$ cat src/rtl/mode_timer_pkg.sv
package mode_timer_pkg;

    typedef enum logic [1:0] {
        MD_STOP    = 2'd0,
        MD_PWM     = 2'd1,
        MD_EVENT   = 2'd2,
        MD_CAPTURE = 2'd3
    } tmr_mode_e;

    localparam logic [2:0] RA_CTRL   = 3'd0;
    localparam logic [2:0] RA_CNT_LO = 3'd1;
    localparam logic [2:0] RA_CNT_HI = 3'd2;
    localparam logic [2:0] RA_RLD_LO = 3'd3;
    localparam logic [2:0] RA_RLD_HI = 3'd4;

    localparam int CB_MODE = 0;
    localparam int CB_IEN  = 4;
    localparam int CB_ALT  = 5;
    localparam int CB_PEND = 7;

endpackage

$ cat src/rtl/tmr_pin_sync.sv
module tmr_pin_sync #(
    parameter int STAGES = 2
) (
    input  logic clk,
    input  logic rst_n,
    input  logic pin_i,
    output logic rise_o,
    output logic fall_o
);
    typedef struct packed {
        logic [STAGES-1:0] sh;
        logic              prev;
    } sync_st_t;

    sync_st_t st_d, st_q;

    always_comb begin
        st_d      = st_q;
        st_d.sh   = {st_q.sh[STAGES-2:0], pin_i};
        st_d.prev = st_q.sh[STAGES-1];
    end

    always_ff @(posedge clk or negedge rst_n) begin
        if (!rst_n) st_q <= '0;
        else        st_q <= st_d;
    end

    assign rise_o = st_q.sh[STAGES-1] & ~st_q.prev;
    assign fall_o = ~st_q.sh[STAGES-1] & st_q.prev;


    single_rise_chk: assert property (@(posedge clk) disable iff (!rst_n)
        rise_o |=> !rise_o);
endmodule

$ cat src/rtl/tmr_regif.sv
module tmr_regif
    import mode_timer_pkg::*;
#(
    parameter int BYTE_W = 8,
    localparam int CNT_W = 2 * BYTE_W
) (
    input  logic              clk,
    input  logic              rst_n,
    input  logic [2:0]        addr_i,
    input  logic              wr_i,
    input  logic              rd_i,
    input  logic [BYTE_W-1:0] wdata_i,
    input  logic [CNT_W-1:0]  cnt_i,
    input  logic [CNT_W-1:0]  rld_i,
    input  logic [BYTE_W-1:0] ctrl_i,
    output logic              ctrl_wr_o,
    output logic              cnt_wr_o,
    output logic              rld_wr_o,
    output logic [CNT_W-1:0]  wval_o,
    output logic [BYTE_W-1:0] rdata_o
);
    typedef struct packed {
        logic [BYTE_W-1:0] stage;
        logic [BYTE_W-1:0] snap;
    } rif_st_t;

    rif_st_t st_d, st_q;

    always_comb begin
        st_d = st_q;
        if (wr_i && (addr_i == RA_CNT_LO || addr_i == RA_RLD_LO))
            st_d.stage = wdata_i;
        if (rd_i && addr_i == RA_CNT_LO)
            st_d.snap = cnt_i[CNT_W-1:BYTE_W];
        else if (rd_i && addr_i == RA_RLD_LO)
            st_d.snap = rld_i[CNT_W-1:BYTE_W];
    end

    always_ff @(posedge clk or negedge rst_n) begin
        if (!rst_n) st_q <= '0;
        else        st_q <= st_d;
    end

    assign ctrl_wr_o = wr_i && (addr_i == RA_CTRL);
    assign cnt_wr_o  = wr_i && (addr_i == RA_CNT_HI);
    assign rld_wr_o  = wr_i && (addr_i == RA_RLD_HI);
    assign wval_o    = {wdata_i, st_q.stage};

    always_comb begin
        case (addr_i)
            RA_CTRL:   rdata_o = ctrl_i;
            RA_CNT_LO: rdata_o = cnt_i[BYTE_W-1:0];
            RA_RLD_LO: rdata_o = rld_i[BYTE_W-1:0];
            RA_CNT_HI,
            RA_RLD_HI: rdata_o = st_q.snap;
            default:   rdata_o = '0;
        endcase
    end


    snap_capture_chk: assert property (@(posedge clk) disable iff (!rst_n)
        (rd_i && addr_i == RA_CNT_LO) |=> st_q.snap == $past(cnt_i[CNT_W-1:BYTE_W]));


    stage_hold_chk: assert property (@(posedge clk) disable iff (!rst_n)
        !(wr_i && (addr_i == RA_CNT_LO || addr_i == RA_RLD_LO)) |=> $stable(st_q.stage));
endmodule

$ cat src/rtl/tmr_core.sv
module tmr_core
    import mode_timer_pkg::*;
#(
    parameter int BYTE_W = 8,
    localparam int CNT_W = 2 * BYTE_W
) (
    input  logic              clk,
    input  logic              rst_n,
    input  logic              tick_i,
    input  logic              rise_i,
    input  logic              fall_i,
    input  logic              ctrl_wr_i,
    input  logic [BYTE_W-1:0] ctrl_wdata_i,
    input  logic              cnt_wr_i,
    input  logic              rld_wr_i,
    input  logic [CNT_W-1:0]  wval_i,
    output logic [CNT_W-1:0]  cnt_o,
    output logic [CNT_W-1:0]  rld_o,
    output logic [BYTE_W-1:0] ctrl_o,
    output logic              out_o,
    output logic              irq_o
);
    typedef struct packed {
        logic [CNT_W-1:0] cnt;
        logic [CNT_W-1:0] rld;
        tmr_mode_e        mode;
        logic             alt;
        logic             ien;
        logic             pend;
        logic             out;
    } core_st_t;

    core_st_t st_d, st_q;

    logic sel_edge, step, at_zero, underflow, capture;

    always_comb begin
        sel_edge  = st_q.alt ? fall_i : rise_i;
        case (st_q.mode)
            MD_PWM,
            MD_CAPTURE: step = tick_i;
            MD_EVENT:   step = sel_edge;
            default:    step = 1'b0;
        endcase
        at_zero   = (st_q.cnt == '0);
        underflow = step && at_zero && (st_q.mode == MD_PWM || st_q.mode == MD_EVENT);
        capture   = (st_q.mode == MD_CAPTURE) && sel_edge;

        st_d = st_q;
        if (step) begin
            if (!at_zero)                    st_d.cnt = st_q.cnt - 1'b1;
            else if (st_q.mode == MD_CAPTURE) st_d.cnt = '1;
            else                             st_d.cnt = st_q.rld;
        end
        if (underflow && st_q.mode == MD_PWM && st_q.alt)
            st_d.out = ~st_q.out;
        if (capture)
            st_d.rld = st_q.cnt;

        if (ctrl_wr_i) begin
            st_d.mode = tmr_mode_e'(ctrl_wdata_i[CB_MODE+1:CB_MODE]);
            st_d.ien  = ctrl_wdata_i[CB_IEN];
            st_d.alt  = ctrl_wdata_i[CB_ALT];
            if (ctrl_wdata_i[CB_PEND]) st_d.pend = 1'b0;
        end
        if ((underflow || capture) && st_q.ien)
            st_d.pend = 1'b1;

        if (cnt_wr_i) st_d.cnt = wval_i;
        if (rld_wr_i) st_d.rld = wval_i;
    end

    always_ff @(posedge clk or negedge rst_n) begin
        if (!rst_n) st_q <= '0;
        else        st_q <= st_d;
    end

    always_comb begin
        ctrl_o                       = '0;
        ctrl_o[CB_MODE+1:CB_MODE]    = st_q.mode;
        ctrl_o[CB_IEN]               = st_q.ien;
        ctrl_o[CB_ALT]               = st_q.alt;
        ctrl_o[CB_PEND]              = st_q.pend;
    end

    assign cnt_o = st_q.cnt;
    assign rld_o = st_q.rld;
    assign out_o = st_q.out;
    assign irq_o = st_q.pend;


    hold_no_tick_chk: assert property (@(posedge clk) disable iff (!rst_n)
        (st_q.mode == MD_PWM && !tick_i && !cnt_wr_i) |=> $stable(st_q.cnt));


    reload_on_underflow_chk: assert property (@(posedge clk) disable iff (!rst_n)
        (st_q.mode == MD_PWM && tick_i && st_q.cnt == '0 && !cnt_wr_i)
        |=> st_q.cnt == $past(st_q.rld));


    out_toggle_src_chk: assert property (@(posedge clk) disable iff (!rst_n)
        !$stable(st_q.out) |-> $past(st_q.mode == MD_PWM && st_q.alt && tick_i && st_q.cnt == '0));


    capture_copy_chk: assert property (@(posedge clk) disable iff (!rst_n)
        (st_q.mode == MD_CAPTURE && (st_q.alt ? fall_i : rise_i) && !rld_wr_i)
        |=> st_q.rld == $past(st_q.cnt));


    irq_needs_enable_chk: assert property (@(posedge clk) disable iff (!rst_n)
        $rose(st_q.pend) |-> $past(st_q.ien));


    stop_hold_chk: assert property (@(posedge clk) disable iff (!rst_n)
        (st_q.mode == MD_STOP && !cnt_wr_i) |=> $stable(st_q.cnt));


    write_wins_chk: assert property (@(posedge clk) disable iff (!rst_n)
        cnt_wr_i |=> st_q.cnt == $past(wval_i));
endmodule

$ cat src/rtl/mode_timer.sv
module mode_timer
    import mode_timer_pkg::*;
#(
    parameter int BYTE_W      = 8,
    parameter int SYNC_STAGES = 2,
    localparam int CNT_W      = 2 * BYTE_W
) (
    input  logic              clk,
    input  logic              rst_n,
    input  logic              tick_i,
    input  logic              evt_pin_i,
    input  logic [2:0]        reg_addr_i,
    input  logic              reg_wr_i,
    input  logic              reg_rd_i,
    input  logic [BYTE_W-1:0] reg_wdata_i,
    output logic [BYTE_W-1:0] reg_rdata_o,
    output logic              tmr_out_o,
    output logic              irq_o
);
    logic              pin_rise, pin_fall;
    logic              ctrl_wr, cnt_wr, rld_wr;
    logic [CNT_W-1:0]  wval, cnt, rld;
    logic [BYTE_W-1:0] ctrl;

    tmr_pin_sync #(.STAGES(SYNC_STAGES)) u_sync (
        .clk   (clk),
        .rst_n (rst_n),
        .pin_i (evt_pin_i),
        .rise_o(pin_rise),
        .fall_o(pin_fall)
    );

    tmr_regif #(.BYTE_W(BYTE_W)) u_regif (
        .clk      (clk),
        .rst_n    (rst_n),
        .addr_i   (reg_addr_i),
        .wr_i     (reg_wr_i),
        .rd_i     (reg_rd_i),
        .wdata_i  (reg_wdata_i),
        .cnt_i    (cnt),
        .rld_i    (rld),
        .ctrl_i   (ctrl),
        .ctrl_wr_o(ctrl_wr),
        .cnt_wr_o (cnt_wr),
        .rld_wr_o (rld_wr),
        .wval_o   (wval),
        .rdata_o  (reg_rdata_o)
    );

    tmr_core #(.BYTE_W(BYTE_W)) u_core (
        .clk         (clk),
        .rst_n       (rst_n),
        .tick_i      (tick_i),
        .rise_i      (pin_rise),
        .fall_i      (pin_fall),
        .ctrl_wr_i   (ctrl_wr),
        .ctrl_wdata_i(reg_wdata_i),
        .cnt_wr_i    (cnt_wr),
        .rld_wr_i    (rld_wr),
        .wval_i      (wval),
        .cnt_o       (cnt),
        .rld_o       (rld),
        .ctrl_o      (ctrl),
        .out_o       (tmr_out_o),
        .irq_o       (irq_o)
    );
endmodule

$ cat config.mk
export PLATFORM = sky130hd
export DESIGN_NAME = mode_timer
export DESIGN_NICKNAME = d
export VERILOG_FILES = /design/src/rtl/mode_timer_pkg.sv /design/src/rtl/tmr_pin_sync.sv /design/src/rtl/tmr_regif.sv /design/src/rtl/tmr_core.sv /design/src/rtl/mode_timer.sv
export SDC_FILE = /design/constraint.sdc
export NUM_CORES = 1
export LEC_CHECK = 0
export CORE_ASPECT_RATIO = 2
export CORE_UTILIZATION = 53
export DETAILED_ROUTE_END_ITERATION = 12
export PLACE_DENSITY = 0.86
export SYNTH_ARGS = -nofsm -noshare
export SYNTH_HDL_FRONTEND = slang
export SYNTH_HIERARCHICAL = 1
export SYNTH_SLANG_ARGS = --single-unit
$ cat constraint.sdc
create_clock -name clk -period 2.3 [get_ports clk]
set_clock_uncertainty 0.2 [all_clocks]
set_input_delay 0.46 -clock clk [delete_from_list [all_inputs] [get_ports clk]]
set_output_delay 0.46 -clock clk [all_outputs]
set_load 0.01 [all_outputs]
=== Word-level counts from Yosys, hierarchy flattened ===
Cells that the tools add are included.

* $add $sub $neg: 1
* Equal/unequal tests: 7
* Mux-type cells: 14
* Bitwise gates (word level): 5
* Reductions and logical operators: 25

{| class="wikitable"
|+ Operators by type and width
! operator !! count
|-
| two-way mux 16 bit || 6
|-
| one-hot mux 8 bit (4 select lines) || 1
|-
| logical NOT 16 bit || 1
|-
| two-way mux 8 bit || 2
|-
| subtractor 16 x 1 -> 16 bit, second input constant || 1
|-
| logical AND 1 bit || 12
|-
| nonzero test 2 bit || 5
|-
| == test 3 x 2 -> 1 bit, second input constant || 2
|-
| == test 2 bit, second input constant || 2
|-
| two-way mux 1 bit || 4
|-
| OR reduction 2 bit || 2
|-
| == test 3 x 1 -> 1 bit, second input constant || 1
|-
| == test 3 bit, second input constant || 1
|-
| logical NOT 3 bit || 1
|-
| logical OR 1 bit || 3
|-
| NOT 1 bit || 3
|-
| bitwise AND 1 bit || 2
|-
| == test 2 x 1 -> 1 bit, second input constant || 1
|-
| one-hot mux 1 bit (2 select lines) || 1
|-
| AND reduction 2 bit || 1
|}

* Register bits: 57
* Input port bits: 17
* Output and inout port bits: 10

=== Logic depth before layout (Yosys ltp) ===
Gate-level depths: netlist of run 1.

* Depth after elaboration: 10
* Mapped depth: 8
* Mapped depth without buffers: 7

=== Modules after synthesis ===
The synthesis of run 1 kept the hierarchy.

{| class="wikitable"
|+ Modules (own cells, without submodules)
! module !! times used !! cells each !! area each (µm²)
|-
| tmr_core || 1 || 266 || 2369.8
|-
| tmr_regif || 1 || 83 || 1139.8
|-
| tmr_pin_sync || 1 || 5 || 90.1
|}

=== Worst setup path before layout of run 1 ===
OpenSTA, ideal clock, no wires.

* Path kind: input to register
* Start: input port reg_addr_i[1]
* End: register u_core.st_q (netlist bit u_core/cnt_o[7])
* Setup time: 66 ps
* Data arrival time: 2256 ps
* Required time: 2034 ps
* Setup slack: -222 ps
* Stages: 8
* Path buffers: 2
* Path through: buf_2 -> buf_2 -> and4bb_2 -> or4bb_1 -> o41ai_2 -> o211ai_1 -> a211oi_1 -> a221o_1

* Word-level cells in the longest chain between the ends: 3
* Elaborated cells on any way between the ends: 4
* Those cells by class: eq/ne (1); mux (1); reduce/logical (2)

{| class="wikitable"
|+ RTL lines
! element !! line !! RTL
|-
| from (decl) || mode_timer.sv:12 || <nowiki>input logic [2:0] reg_addr_i,</nowiki>
|-
| == test 3 x 2 -> 1 bit * || tmr_regif.sv:45 || <nowiki>assign cnt_wr_o = wr_i && (addr_i == RA_CNT_HI);</nowiki>
|-
| logical AND 1 bit * || tmr_regif.sv:45 ||
|-
| net cnt_wr || mode_timer.sv:21 || <nowiki>logic ctrl_wr, cnt_wr, rld_wr;</nowiki>
|-
| two-way mux 16 bit or nonzero test 2 bit (tied branches) || n/a ||
|-
| to (signal assigned) || tmr_core.sv:75 || <nowiki>else st_q <= st_d;</nowiki>
|-
| to (decl) || tmr_core.sv:33 || <nowiki>core_st_t st_d, st_q;</nowiki>
|}

The timed path passes the listed nets; every way through them passes the cells marked *.
A chain may end at the register's enable or synchronous reset.

=== Worst setup path in the final report of run 1 ===
* Start: register u_core.st_q (netlist bit u_core/cnt_o[5])
* End: output port reg_rdata_o[5]

* Word-level cells in the longest chain between the ends: 1

{| class="wikitable"
|+ RTL lines
! element !! line !! RTL
|-
| one-hot mux 8 bit (4 select lines) || tmr_regif.sv:50 || <nowiki>case (addr_i)</nowiki>
|-
| to (decl) || mode_timer.sv:16 || <nowiki>output logic [BYTE_W-1:0] reg_rdata_o,</nowiki>
|}

No other way between the ends.

==> results.tsv, run 1 <==
stage	metric	value	unit
layout	final_cells	523	
drt	dr_wl_met3	788	um
yosys	synthMuxAreaShare	18.1	%
floorplan	initial_core_util	54.8	%
drt	drc	0	
timing	fin_ws	-52.2	ps
grt	antenna_found_initial	0	
timing	fin_crit	2350	ps
timing	final-hold-violation-count	0	
clocking	cts_buffers	9	
yosys	synth_area_leaders	dfrtp_1, mux2_2, buf_4	
layout	diodes	0	
critical_path	cp-end-kind	output port	
yosys	synth_common_cells	dfrtp_1, nand2_1, o21ai_0, mux2_2, buf_4	
timing	fmaxAchievable	0.425	GHz
placement	hpwl	7770	um
yosys	ys_warn_count	6	
yosys	synth-adder-area-share	2.09	%
clocking	cts_sinks	57	
layout	stdcell_area	0.00477	mm2
critical_path	critPathMaxFanout	4	
layout	areaGrowthSynthToFinish	32.4	%
drt	ant_nets	0	
floorplan	die_area	0.00715	mm2
min_path	min_path_type	register to register	
grt	grtUsageTotal	33.4	%
pwr	powerDensity	1060	mW/mm2
timing	finalSetupViolations	1	
placement	port_buffers	26	
timing	slew_violations	0	
yosys	synth_top_area_share	39.6	%
job	cap_violations	0	
pwr	leakage	2.14	nW
placement	place_area	0.00423	mm2
floorplan	num_rows	42	
status	outcome	finished, violations left	
yosys	synth_top_family_by_area	multiplexers	
layout	final_core_util	72.6	%
yosys	yosys.area_share.xor_xnor	0.973	%
clocking	clkTransAtPathRegs	50	ps
layout	drive_gt1_share	37.7	%
drt	wl_per_cell	22.0	um
clocking	cts.path.max_buffers	2	
critical_path	worstPathArrival	1690	ps
yosys	syn_inst	354	
timing	tightest_slew	647	ps
drt	via_per_inst	6.40	
clocking	cts_tree	yes	
placement	place.gp.congestion	0.938	
floorplan	dieHeight	119	um
timing	period_share	102	%
status	violations	setup timing	
pwr	vdd_drop_max	0.686	mV
yosys	synth_top_area_cell	dfrtp_1	
yosys	synth_seq_area_share	39.6	%
grt	grt_pass1_vias	3362	
yosys	syn_area	0.00360	mm2
timing	max-slew-margin-rel	56.3	%
drt	via_count	3347	
placement	dpl_worst_slack	-732	ps
yosys	synth-seq-cells	57	
yosys	yosysUniqueCellTypes	58	
pwr	power	5.05	mW
yosys	synth-edff-count	0	
drt	wl_met2	5880	um
timing	worst_hold_slack	159	ps
grt	grt.overflow.total	0	
critical_path	startpoint_type	register	
drt	drt-total-wl	11500	um
floorplan	die_w	60.3	um
layout	fin_nets	454	
clocking	clkLatencyLatePin	330	ps
floorplan	ioPinCount	27	
drt	dr.pass1.iters	7	
yosys	synth-async-reset-ratio	100	%
drt	drt-initial-drc-count	335	
critical_path	worstSetupPathType	register to output port	
yosys	synthFlopType	dfrtp_1	
timing	rsz0062_at_grt	true	
drt	top_layer_used	met4	
grt	grt_pass1_wl	17100	um
floorplan	core_area	0.00657	mm2
layout	fillCellCount	462	
drt	wl_met1	3890	um
yosys	avgSynthCellArea	10.2	um2
timing	finalSetupTns	-52.2	ps
yosys	synth_simple_gate_area_share	15.2	%
critical_path	required	1640	ps
grt	grt_max_degree	32	
placement	place_inst	491	
clocking	root_buffer	clkbuf_16	
clocking	htree_levels	3	
yosys	synth_most_common_cell	dfrtp_1	
yosys	synth_compound_area_share	16.0	%
[area by class of cell]
class	count	area, um2	share of cell area (%)
clock buffers	12	256	5.38
multi-input cells	248	2000	42.0
clock inverters	3	40.0	0.840
repair buffers	106	893	18.7
well taps	88	110	2.31
flip-flops and latches	57	1430	30.0
inverters	9	33.8	0.709
[cells in the final DEF (no fill, tap or decap), types with 10 or more instances in the layout]
master	netlist	routed
nor2_1	10	10
nand2_1	34	34
buf_4	21	68
dfrtp_1	57	55
a21oi_1	13	12
o21ai_0	31	28
mux2_2	28	28
clkdlybuf4s50_1	0	13
buf_6	1	10
mux2i_1	15	15
[worst max-delay path, stage by stage, from the launching register on]
cell and delay [ps]:
dfrtp_2 450, buf_6 140, mux4_2 450, a22o_1 200, buf_2 140
[cell families (layout without fill, tap and decap cells)]
kind of cell    count (synthesis)  after routing
fa+ha+maj                       6              6
compound gates                 86             86
buf+inv                        51            130
other cells                     1              3
simple gates                   98             98
xor+xnor                        4              4
flops                          57             57
mux                            51             51
[state kept, by name, indices dropped and copies added, names as in the netlist]
name            cells
u_regif/st_q        8
u_sync/st_q         1
u_core/out_o        1
u_regif/wval_o      8
u_core/rld_o       16
u_core/cnt_o       16
u_sync/st_d         2
u_core/ctrl_o       4
u_core/irq_o        1
[power breakdown]
part / switching, mW / internal (mW)
sequential: 0.377 / 1.36
combinational: 0.966 / 1.02
clock: 0.434 / 0.885
total: 1.78 / 3.27
[routing by layer]
layer / vias up / global-route usage (%)
met2: 206 / 54.0
met1: 1611 / 35.0
met3: 74 / 8.21
met4: 0 / 25.6
li1: 1456 / -
met5: - / 0
[what timing repair did]
action,in CTS,in global routing
gates cloned,1,0
hold buffers,1,0
endpoints found under the hold margin,22,0
resized for setup,52,30
endpoints found under the setup margin,17,21
setup buffers,10,5
pin swaps,6,11
[path summary, 6_finish.rpt]
check                                     start                to  slack (ps)  cells after the start
worst max-delay path            u_core/cnt_o[5]    reg_rdata_o[5]         -50                      4
worst min-delay path             u_sync/st_d[2]    u_sync/st_d[0]         160                      0
worst max register to register  u_core/cnt_o[7]  u_core/cnt_o[15]           0                      7
worst min register to register   u_sync/st_d[2]    u_sync/st_d[0]         160                      0
max in group asynchronous                 rst_n   u_core/cnt_o[7]         840                      3
min in group asynchronous                 rst_n   u_regif/st_q[0]         470                      2
(Power assumes the default switching activity.)
==> run 2: changes to the inputs <==
CORE_ASPECT_RATIO = 0.8   (was 2)
==> run 2 against run 1 <==
The run now ends clean. Hold slack got worse by 2.4 ps. Count of clock-buffer cells in the layout fell by 1. Core utilization fell by 2.3 points. First-iteration DRC count rose by 3.9%. Combinational power fell by 10%. Maximum frequency rose by 3.9%. Sequential power barely moved. Routed wire length fell by 8.4%. Setup slack improved by 88 ps. Clock power fell by 20%. Via count fell by 4.7%.
==> results.tsv, run 2 (synthesized netlist as in run 1, its figures left out) <==
stage	metric	value	unit	change
drt	drt-total-wl	10500	um	-8.4%
layout	final_cells	512		-2.1%
timing	worst_hold_slack	157	ps	-2.43 ps
timing	fin_crit	2260	ps	-88.5 ps
placement	port_buffers	26		unchanged
placement	place_inst	482		-1.8%
pwr	power	4.58	mW	-9.2%
floorplan	initial_core_util	55.6	%	+0.80 points
clocking	cts_sinks	57		unchanged
critical_path	cp_cell_sequence	mux4_2 > a22o_1 > buf_2		
clocking	cts.path.max_buffers	2		unchanged
layout	stdcell_area	0.00455	mm2	-4.6%
job	cap_violations	0		unchanged
min_path	min_path_type	register to register		
floorplan	core_area	0.00647	mm2	-1.4%
grt	grt_pass1_vias	3090		-8.1%
grt	grt_max_degree	33		+3.1%
floorplan	die_area	0.00713	mm2	-0.26%
clocking	cts_buffers	9		unchanged
floorplan	ioPinCount	27		unchanged
timing	final-hold-violation-count	0		unchanged
timing	period_share	98.4	%	-3.8 points
critical_path	worstPathArrival	1600	ps	-90 ps
placement	place_area	0.00419	mm2	-1.0%
grt	grt_pass1_wl	16200	um	-4.7%
timing	slew_violations	0		unchanged
layout	fin_nets	446		-1.8%
placement	hpwl	7250	um	-6.7%
clocking	root_buffer	clkbuf_8		
layout	final_common_cell	buf_4		
critical_path	critPathMaxFanout	4		unchanged
drt	drc	0		unchanged
drt	dr.pass1.iters	5		-2
critical_path	worstSetupPathType	register to output port		
critical_path	startpoint_type	register		
drt	via_per_inst	6.23		-2.6%
floorplan	num_rows	26		-38%
clocking	cts_tree	yes		
drt	top_layer_used	met4		
pwr	powerDensity	1010	mW/mm2	-4.8%
grt	grtUsageTotal	31.5	%	-1.9 points
drt	dr_wl_met3	894	um	+13%
floorplan	dieHeight	75.7	um	-36%
layout	drive_gt1_share	35.3	%	-2.4 points
drt	wl_per_cell	20.6	um	-6.4%
timing	finalSetupTns	0	ps	+52.2 ps
timing	fmaxAchievable	0.442	GHz	+3.9%
drt	via_count	3191		-4.7%
critical_path	required	1640	ps	about the same
layout	mostFrequentLayoutCells	buf_4, dfrtp_1, nand2_1		
pwr	vdd_drop_max	0.481	mV	-30%
placement	place.gp.congestion	0.927		-1.2%
grt	antenna_found_initial	0		unchanged
layout	diodes	0		unchanged
drt	wl_met1	4450	um	+14%
pwr	leakage	2.04	nW	-4.7%
status	outcome	finished clean		
critical_path	cpMaxStageDelayCell	mux4_2		
critical_path	cp-end-kind	output port		
clocking	htree_levels	3		unchanged
clocking	clkLatencyLatePin	340	ps	about the same
drt	wl_met2	4910	um	-16%
critical_path	max_stage_delay	490	ps	+40 ps
timing	finalSetupViolations	0		-1
grt	grt.overflow.total	0		unchanged
timing	rsz0062_at_grt	true		
floorplan	die_w	94.1	um	+56%
drt	ant_nets	0		unchanged
layout	areaGrowthSynthToFinish	26.3	%	
drt	drt-initial-drc-count	348		+3.9%
clocking	clkTransAtPathRegs	70	ps	+20 ps
[run 2: cell count changes in the layout (fill, tap and decap cells not counted), moves of 2 or more]
cell	before	now
and4_1	0	2
and4_4	2	0
buf_4	68	65
buf_6	10	4
clkbuf_16	9	0
clkbuf_8	2	10
o21ai_0	28	30
[run 2: cell type report]
cell class / instances / area (um2)
Clock buffer: 11 / 141
Inverter: 9 / 33.8
Tap cell: 84 / 105
Clock inverter: 5 / 78.8
Sequential cell: 57 / 1430
Fill cell: 473 / 1930
Timing Repair Buffer: 98 / 805
Multi-Input combinational cell: 248 / 1950
[run 2: repair_timing]
action | in CTS | in global routing
buffers inserted | 7 | 8
pin swaps | 2 | 6
hold endpoints to repair | 19 | 0
resized for setup | 45 | 19
setup endpoints to repair | 18 | 17
hold buffers | 1 | 0
[run 2: path summary, 6_finish.rpt]
path                                  start               end  slack, ps  cells after the start
max                        u_core/ctrl_o[0]    reg_rdata_o[0]         40                      3
min                          u_sync/st_d[2]    u_sync/st_d[0]        160                      0
max reg2reg                 u_core/cnt_o[4]  u_core/cnt_o[11]         50                      5
min reg2reg                  u_sync/st_d[2]    u_sync/st_d[0]        160                      0
max in group asynchronous             rst_n   u_core/cnt_o[5]        830                      3
min in group asynchronous             rst_n    u_sync/st_q[0]        400                      2
[run 2: per-stage QoR]
step | utilization [%] | setup slack (ps)
2_1_floorplan | - | -40.0
3_3_place_gp | 64.7 | -706
3_5_place_dp | 64.7 | -710
4_1_cts | 68.8 | 8.56
5_1_grt | 70.2 | -17.7
6_report | 70.2 | 36.3
[run 2: per-layer routing]
layer  global-route usage, %  vias up
met5                       0        -
met4                    13.3        0
met3                    7.09       37
met2                    52.0      168
met1                    40.6     1553
li1                        -     1433
[run 2: where the power goes]
| part | switching (mW) | internal, mW | leakage (nW) |
|---|---|---|---|
| clock | 0.409 | 0.637 | 0.113 |
| combinational | 0.849 | 0.940 | 1.24 |
| sequential | 0.389 | 1.36 | 0.694 |
| total | 1.65 | 2.94 | 2.04 |
[run 2: worst max-delay path: cells and delay by family (launching register included)]
kind	cells	cell delay, ps
buf+inv	1	130
compound gates	1	210
mux	1	490
flops	1	420
